===== config.mk =====
export PLATFORM = sky130hd
export DESIGN_NAME = vic_top
export DESIGN_NICKNAME = d
export VERILOG_FILES = /design/src/rtl/vic_pkg.sv /design/src/rtl/vic_srst.sv /design/src/rtl/vic_mask_bank.sv /design/src/rtl/vic_arbiter.sv /design/src/rtl/vic_top.sv
export SDC_FILE = /design/constraint.sdc
export NUM_CORES = 2
export LEC_CHECK = 0
export BUFFER_PORTS_ARGS = -buffer_cell sky130_fd_sc_hd__buf_2
export CORE_ASPECT_RATIO = 1.25
export CORE_MARGIN = 4
export CORE_UTILIZATION = 40
export DETAILED_ROUTE_END_ITERATION = 16
export GPL_TIMING_DRIVEN = 0
export HOLD_SLACK_MARGIN = 0.15
export PLACE_DENSITY = 0.66
export SYNTH_ARGS = -nofsm -noshare
export SYNTH_HDL_FRONTEND = slang
export SYNTH_SLANG_ARGS = --single-unit

===== constraint.sdc =====
create_clock -name clk -period 474.2 [get_ports clk]
set_input_delay 0 -clock clk [delete_from_list [all_inputs] [get_ports clk]]
set_output_delay 0 -clock clk [all_outputs]
set_load 0.05 [all_outputs]

===== src/rtl/vic_pkg.sv =====
package vic_pkg;

    // register map (byte addresses)
    localparam logic [11:0] A_REV       = 12'h000;
    localparam logic [11:0] A_CFG       = 12'h010;
    localparam logic [11:0] A_STAT      = 12'h014;
    localparam logic [11:0] A_ACT       = 12'h040;
    localparam logic [11:0] A_CTRL      = 12'h048;
    localparam logic [11:0] A_THR       = 12'h068;
    localparam logic [11:0] A_MASK      = 12'h084;
    localparam logic [11:0] A_MCLR      = 12'h088;
    localparam logic [11:0] A_MSET      = 12'h08C;
    localparam logic [11:0] A_PEND      = 12'h098;
    localparam logic [11:0] A_PRIO      = 12'h100;
    localparam logic [11:0] BANK_STRIDE = 12'h020;

    localparam int ACT_W = 7;

    typedef struct packed {
        logic             held;
        logic [ACT_W-1:0] line;
    } win_t;

    function automatic logic [11:0] bank_addr(input logic [11:0] base, input int b);
        return base + 12'(b) * BANK_STRIDE;
    endfunction

    function automatic logic lvl_ok(input logic [7:0] p, input logic [7:0] t);
        return (t == 8'hFF) || (p < t);
    endfunction

endpackage


===== src/rtl/vic_srst.sv =====
module vic_srst #(
    parameter int CYC = 4
) (
    input  logic clk,
    input  logic rst,
    input  logic start,
    output logic busy
);
    localparam int CW = $clog2(CYC + 1);

    logic [CW-1:0] cnt;

    always_ff @(posedge clk) begin
        if (rst)
            cnt <= '0;
        else if (start)
            cnt <= CW'(CYC);
        else if (cnt != '0)
            cnt <= cnt - 1'b1;
    end

    assign busy = (cnt != '0);
endmodule


===== src/rtl/vic_mask_bank.sv =====
module vic_mask_bank #(
    parameter int W = 32
) (
    input  logic         clk,
    input  logic         rst,
    input  logic         set_en,
    input  logic         clr_en,
    input  logic [W-1:0] bits,
    output logic [W-1:0] mask
);
    always_ff @(posedge clk) begin
        if (rst)
            mask <= '1;
        else if (set_en)
            mask <= mask | bits;
        else if (clr_en)
            mask <= mask & ~bits;
    end
endmodule


===== src/rtl/vic_arbiter.sv =====
module vic_arbiter
    import vic_pkg::*;
#(
    parameter int N  = 96,
    parameter int PW = 6
) (
    input  logic [N-1:0]    req,
    input  logic [N*PW-1:0] prio_flat,
    input  logic [7:0]      thr,
    output logic            found,
    output logic [ACT_W-1:0] win
);
    always_comb begin
        logic [PW-1:0] best;
        logic [PW-1:0] cur;
        found = 1'b0;
        win   = '0;
        best  = '1;
        for (int i = 0; i < N; i++) begin
            cur = prio_flat[i*PW +: PW];
            // strict compare keeps the earlier (lower) index on a tie
            if (req[i] && lvl_ok(8'(cur), thr) && (!found || cur < best)) begin
                found = 1'b1;
                best  = cur;
                win   = ACT_W'(i);
            end
        end
    end
endmodule


===== src/rtl/vic_top.sv =====
module vic_top
    import vic_pkg::*;
#(
    parameter int NUM_LINES   = 96,
    parameter int LINE_W      = 32,
    parameter int PRIO_W      = 6,
    parameter int SRST_CYCLES = 4,
    parameter int REV_MAJOR   = 4,
    parameter int REV_MINOR   = 0
) (
    input  logic                 clk,
    input  logic                 rst,
    input  logic                 bus_valid,
    input  logic                 bus_we,
    input  logic [11:0]          bus_addr,
    input  logic [31:0]          bus_wdata,
    output logic [31:0]          bus_rdata,
    input  logic [NUM_LINES-1:0] irq_lines,
    output logic                 irq_out
);
    localparam int NUM_BANKS = NUM_LINES / LINE_W;
    localparam logic [9:0] PRIO_CNT = 10'(NUM_LINES);
    localparam logic [7:0] REV_BYTE = {4'(REV_MAJOR), 4'(REV_MINOR)};

    logic srst_busy, lrst, wr, rd, srst_go, ack;
    logic [NUM_LINES-1:0] mask_flat, pend_flat;
    logic [NUM_LINES*PRIO_W-1:0] prio_flat;
    logic [PRIO_W-1:0] prio_q [NUM_LINES];
    logic [7:0] thr_q;
    logic       idle_en_q;
    win_t       win_q;
    logic       arb_found;
    logic [ACT_W-1:0] arb_line;
    logic [11:0] prio_off;
    logic        prio_hit;
    logic [ACT_W-1:0] prio_idx;
    logic [31:0] rd_val;

    assign wr      = bus_valid && bus_we && !srst_busy;
    assign rd      = bus_valid && !bus_we;
    assign lrst    = rst || srst_busy;
    assign srst_go = wr && (bus_addr == A_CFG) && bus_wdata[1];
    assign ack     = wr && (bus_addr == A_CTRL) && bus_wdata[0];

    assign prio_off = bus_addr - A_PRIO;
    assign prio_hit = (bus_addr >= A_PRIO) && (prio_off[11:2] < PRIO_CNT) && (prio_off[1:0] == 2'b00);
    assign prio_idx = prio_off[2 +: ACT_W];

    vic_srst #(.CYC(SRST_CYCLES)) u_srst (
        .clk(clk), .rst(rst), .start(srst_go), .busy(srst_busy)
    );

    for (genvar b = 0; b < NUM_BANKS; b++) begin : g_bank
        vic_mask_bank #(.W(LINE_W)) u_mask (
            .clk    (clk),
            .rst    (lrst),
            .set_en (wr && (bus_addr == bank_addr(A_MSET, b))),
            .clr_en (wr && (bus_addr == bank_addr(A_MCLR, b))),
            .bits   (bus_wdata[LINE_W-1:0]),
            .mask   (mask_flat[b*LINE_W +: LINE_W])
        );
    end

    assign pend_flat = irq_lines & ~mask_flat;

    for (genvar i = 0; i < NUM_LINES; i++) begin : g_pflat
        assign prio_flat[i*PRIO_W +: PRIO_W] = prio_q[i];
    end

    always_ff @(posedge clk) begin
        if (lrst) begin
            for (int i = 0; i < NUM_LINES; i++) prio_q[i] <= '0;
            thr_q     <= 8'hFF;
            idle_en_q <= 1'b0;
        end else if (wr) begin
            if (prio_hit)           prio_q[prio_idx] <= bus_wdata[2 +: PRIO_W];
            if (bus_addr == A_THR)  thr_q            <= bus_wdata[7:0];
            if (bus_addr == A_CFG)  idle_en_q        <= bus_wdata[0];
        end
    end

    vic_arbiter #(.N(NUM_LINES), .PW(PRIO_W)) u_arb (
        .req(pend_flat), .prio_flat(prio_flat), .thr(thr_q),
        .found(arb_found), .win(arb_line)
    );

    always_ff @(posedge clk) begin
        if (lrst || ack)
            win_q <= '0;
        else if (!win_q.held && arb_found)
            win_q <= '{held: 1'b1, line: arb_line};
    end

    assign irq_out = win_q.held;

    always_comb begin
        rd_val = '0;
        if (bus_addr == A_REV)  rd_val = 32'(REV_BYTE);
        if (bus_addr == A_CFG)  rd_val = 32'(idle_en_q);
        if (bus_addr == A_STAT) rd_val = 32'(!srst_busy);
        if (bus_addr == A_ACT)  rd_val = 32'(win_q.line);
        if (bus_addr == A_THR)  rd_val = 32'(thr_q);
        for (int b = 0; b < NUM_BANKS; b++) begin
            if (bus_addr == bank_addr(A_MASK, b)) rd_val = 32'(mask_flat[b*LINE_W +: LINE_W]);
            if (bus_addr == bank_addr(A_PEND, b)) rd_val = 32'(pend_flat[b*LINE_W +: LINE_W]);
        end
        if (prio_hit) rd_val = 32'({prio_q[prio_idx], 2'b00});
    end

    always_ff @(posedge clk) begin
        if (rst)
            bus_rdata <= '0;
        else if (rd)
            bus_rdata <= rd_val;
    end
endmodule


=== Word-level counts from Yosys, hierarchy flattened ===
Memories as Yosys holds them, arrays and structs flattened.
Cells that the tools add are included.

* Reductions and logical operators: 509
* $add $sub $neg: 2
* Bitwise gates (word level): 9
* Eq/ne operators: 18
* Muxes and demuxes: 315
* Magnitude comparators: 193

{| class="wikitable"
|+ Operators by type and width
! kind !! number
|-
| $lt 6x8->1 || 96
|-
| $mux 6 || 128
|-
| $lt 6x6->1 || 95
|-
| $mux 32 || 17
|-
| $mux 7 || 34
|-
| $logic_and 1x1->1 || 207
|-
| $logic_or 1x1->1 || 193
|-
| $eq 12x8->1 const B || 12
|-
| $mux 1 || 104
|-
| $logic_not 1->1 || 98
|-
| $and 32x32->32 || 3
|-
| $and 96x96->96 || 1
|-
| $not 96->96 || 1
|-
| $or 32x32->32 || 3
|-
| $mux 5 || 16
|-
| $eq 12x7->1 const B || 3
|-
| $mux 4 || 8
|-
| $not 32->32 || 1
|-
| $eq 12x5->1 const B || 2
|-
| $mux 3 || 6
|-
| $ge 12x9->1 const B || 1
|-
| $logic_not 12->1 || 1
|-
| $sub 12x9->12 const B || 1
|-
| $lt 10x7->1 const B || 1
|-
| other kinds (9) || 14
|}

* Memories: 1
* Flip-flop bits (word level): 148
* Output and inout port bits: 33
* Logic and storage cells: 1057
* Bits in writable memories: 576

{| class="wikitable"
|+ Memories
! name !! depth !! width !! rd ports !! clocked after Yosys merged registers in !! wr ports !! RTL line !! text
|-
| prio_q || 96 || 6 || 97 || 0 || 96 || vic_top.sv:28 || <nowiki>logic [PRIO_W-1:0] prio_q [NUM_LINES];</nowiki>
|}

=== Logic depth before layout (Yosys ltp) ===
An unclocked memory read counts as a cell.

* Word-level depth: 386
* Mapped depth: 911
* Mapped depth without buffers: 854

=== Modules after synthesis ===
A second synthesis with hierarchy kept.

* Cells, all modules: 8638
* Area total of the unflattened synthesis: 81081.5 um2

{| class="wikitable"
|+ By module, submodules not included
! module !! cells an instance !! instances !! area an instance (um2) !! seq. area each (um2)
|-
| vic_arbiter || 5563 || 1 || 40608.9 || 0.0
|-
| vic_top || 2742 || 1 || 36870.4 || 24043.1
|-
| vic_mask_bank || 105 || 3 || 1137.3 || 640.6
|-
| vic_srst || 18 || 1 || 190.2 || 60.1
|}

=== Worst setup path before layout ===
No wires, ideal clock.

* Kind: flip-flop to flip-flop
* From: register thr_q[2]
* To: register win_q[5] in the netlist's numbering
* Arrival time: 158.197 ns
* Required time: 474.084 ns
* Library setup time: 0.116 ns
* Cell stages (with the launch flop): 827
* Path buffers: 58
* Path slack: 315.888 ns
* Path through: dfxtp_1 inv_1 ha_1 o21a_1 o211ai_1 o21ai_2 and2_1 clkbuf_1 nor2_1 ha_1 and3b_1 a31oi_1 a2111oi_2 nor4_2 o211a_2 nor2_2 a21oi_1 inv_1 (+791 left out) nand2_1 a21o_2 a31oi_1 inv_1 o211a_1 a32o_2 mux2_4 ha_1 a21o_1 a21o_1 a211o_2 a41oi_1 nor3_1 o31ai_1 nor3_1 a31oi_1 nor3_1 a31o_1

* Longest elaborated chain between the ends: 385

{| class="wikitable"
|+ Ends and longest elaborated chain
! element !! RTL line !! text
|-
| start, declared || vic_top.sv:29 || <nowiki>logic [7:0] thr_q;</nowiki>
|-
| start signal, assigned || vic_top.sv:77 || <nowiki>if (bus_addr == A_THR) thr_q <= bus_wdata[7:0];</nowiki>
|-
| $lt 6x8->1 / $eq 8x8->1 (equally long branches) || vic_pkg.sv:29 || <nowiki>return (t == 8'hFF) || (p < t);</nowiki>
|-
| $logic_or 1x1->1 || vic_pkg.sv:29 ||
|-
| $logic_and 1x1->1 || vic_arbiter.sv:22 || <nowiki>if (req[i] && lvl_ok(8'(cur), thr) && (!found || cur < best)) begin</nowiki>
|-
| $mux 6 / $mux 1 (equally long branches) || vic_arbiter.sv:22 ||
|-
| $lt 6x6->1 / $logic_not 1->1 (equally long branches) || vic_arbiter.sv:22 ||
|-
| $logic_or 1x1->1 || vic_arbiter.sv:22 ||
|-
| $logic_and 1x1->1 || vic_arbiter.sv:22 ||
|-
| $mux 6 / $mux 1 (equally long branches) || vic_arbiter.sv:22 ||
|-
| (+369 left out) || - ||
|-
| $logic_or 1x1->1 || vic_arbiter.sv:22 ||
|-
| $logic_and 1x1->1 || vic_arbiter.sv:22 ||
|-
| $mux 6 / $mux 1 (equally long branches) || vic_arbiter.sv:22 ||
|-
| $lt 6x6->1 / $logic_not 1->1 (equally long branches) || vic_arbiter.sv:22 ||
|-
| $logic_or 1x1->1 || vic_arbiter.sv:22 ||
|-
| $logic_and 1x1->1 || vic_arbiter.sv:22 ||
|-
| $mux 1 || vic_arbiter.sv:22 ||
|-
| $logic_and 1x1->1 || vic_top.sv:90 || <nowiki>else if (!win_q.held && arb_found)</nowiki>
|-
| end signal, assigned || vic_top.sv:91 || <nowiki>win_q <= '{held: 1'b1, line: arb_line};</nowiki>
|-
| end, declared || vic_top.sv:31 || <nowiki>win_t win_q;</nowiki>
|}

Several ways; a longest one is shown, not always the timed one.
A chain may end at the register's enable or synchronous reset.

==> impl_metrics.ini <==
[finish]
final_layout_size_suffix_gt1_share_pct = 16.7
layout_common_cells = nor2_1, nand2_1, ha_1, edfxtp_1, o21ai_0
fin_area_sq_um = 93200
layout.cells.most_common = nor2_1
area_growth_pct = 11.3
final_cells = 12300
nets = 10400

[run_status]
violations = design-rule violations, max-capacitance violations, max-slew violations
status = finished, violations left

[placement]
dpl.hpwl_mm = 311
globalplace.congestion = 1.06
io_buffers = 170
place_ws_ns = 289.96
dpl_cell_area_sq_um = 88700
dp.cells = 12000

[logic_synthesis]
synth_flop_cell = edfxtp_1
synth_warnings = 0
ys_seq_area_share_pct = 31.1
synth_edf_count = 768
synth_fp_nets = 9991
syn_avg_cell_area_sq_um = 9.23
ys_ff_latch = 916
postSynthCellCount = 9073
synth_cell_type_count = 212
syn_area_sq_um = 83800
async_reset_ff_share_pct = 0

[sta]
finalHoldViolations = 0
finalCritPeriodShare_pct = 39.5
clock_skew_ns = 0.0489
rsz0062_at_grt = no
fin_ws_ns = 287.00
tightest_slew_ns = 1.73
max_freq_mhz = 5.34
whs_ns = 0.143
period_minus_slack_ns = 187.20
finalSetupViolCount = 0
maxSlewViolCount = 100
relSlewSlack_pct = -15.5
setup-tns-final_ns = 0

[setup_path]
worstSetupEndpointType = register
cp_max_fo = 54
path_common_cell = ha_1
critPathRequiredTime_ns = 474.91
startpoint_type = register
crit_family = compound AO/OA/AOI/OAI gates
critPathArrivalTime_ns = 187.92
path_buf_inv = 87
max_stage_delay_ns = 1.05
critPathSlowestCell = a2111oi_0
critPathKind = register to register

[clock_tree]
cts_buffer_depth = 3
cts_root_buf = clkbuf_16
cts_buffers = 98
ctsResizeCount = 0
cts_tree = built
clk_pin_slew_ns = 0.06
cts_hold_repair.buffers = 96
htreeDepth = 3
cts.sinks = 916
clkLatencyLatePin_ns = 0.82
cts_setup_buffers = 0

[grt]
grt_first_pass_wirelength_mm = 560
antenna_found_initial = 69
grt_usage_pct = 35.7
grt_start_max_net_pins = 58
grt_pass1_vias = 76400
gr-total-overflow = 0

[pwr]
ir_drop_v = 0.00000356
power_density_nw_per_um2 = 2.97
power_leakage_nw = 38.6

[drt]
drc_errors = 6
dr_total_vias = 81300
routed_wl_mm = 402
vias_per_cell = 6.59
dr.first_iter.drc_count = 11200
antenna_left = 0
avgRoutedWirePerCell_microns = 32.5
firstDrtPassIters = 13

[die]
num_rows = 187
core_area_sq_um = 208000
io_pins = 177
die_height_microns = 520
die-area_sq_um = 217000
start_util_pct = 40.3
fp.dieW_microns = 417

[worst_hold_path]
min_path_type = input port to register

[flow_run]
cap_viol_max_count = 10
==> cell type report <==
cell class                 count  area, sq um
timing repair buffer         292         2350
tap                         2740         3430
antenna                       59          148
clock buffer                 121         2630
fill                       19900       115000
clock inverter                60          743
buffer                       386         2430
inverter                     277         1070
multi-input combinational   7494        54400
sequential                   916        26000
==> power breakdown <==
part	switching [mW]	internal (mW)	leakage, nW
Sequential	0.0223	0.103	9.15
Combinational	0.0440	0.0240	27.9
Clock	0.0365	0.0468	1.63
==> routing by layer <==
metal	up-vias	global-route usage (%)	wire, microns
met4	40	32.0	45100
met1	39300	40.3	138000
li1	35100	-	-
met5	-	0	274
met2	5273	54.2	172000
met3	1581	11.3	45800
==> kinds of logic (layout without fill, tap and decap cells) <==
family                   after synthesis  in the layout  share of synthesized area, %
multiplexers                         454            454                          9.26
flip-flops                           916            916                          31.1
other                                  0             59                             0
AND/OR/NAND/NOR                     3652           3652                          21.2
buffers and inverters                663           1136                          4.06
XOR/XNOR                              69             69                         0.721
adder cells (fa/ha/maj)              789            789                          11.7
AO/OA/AOI/OAI                       2530           2530                          21.9
==> cells in the mapped netlist, types with 191 or more instances <==
master / instances / share of area [%]
nand2_1: 984 / 4.4
nand2b_1: 202 / 1.5
inv_1: 272 / 1.2
nor2_1: 1196 / 5.4
mux4_2: 231 / 6.2
edfxtp_1: 768 / 28
nand3_1: 310 / 1.9
a21oi_1: 507 / 3.0
nor2b_1: 191 / 1.4
clkbuf_1: 234 / 1.0
ha_1: 774 / 12
o21ai_0: 647 / 3.9
==> through the flow <==
step	utilization (%)	total power, mW
after floorplan	-	0.155
after global placement	42.3	0.187
after detailed placement	42.7	0.190
after CTS	44.7	0.271
after global routing	44.8	0.283
final	44.8	0.277
==> worst register-to-register path: cells and delay by family, from the launching register on <==
family,cells,cell delay [ns]
adders and majority gates,106,30.09
buffers and inverters,82,14.27
DFF,1,0.35
muxes,27,7.02
AOI/OAI and AO/OA,397,93.73
and+or+nand+nor,218,41.71
==> worst paths after layout <==
check                                           start                     to  slack (ns)  cells past startpoint
worst min register to register               register               register        0.48                      2
worst min-delay path                    irq_lines[94]   irq_out$_SDFFE_PP0P_        0.14                      6
worst max-delay path            thr_q[5]$_SDFFE_PP1P_  win_q[5]$_SDFFE_PP0P_      287.00                    881
worst max register to register  thr_q[5]$_SDFFE_PP1P_  win_q[5]$_SDFFE_PP0P_      287.00                    830
Note: power is estimated with default switching activity, not from simulation.
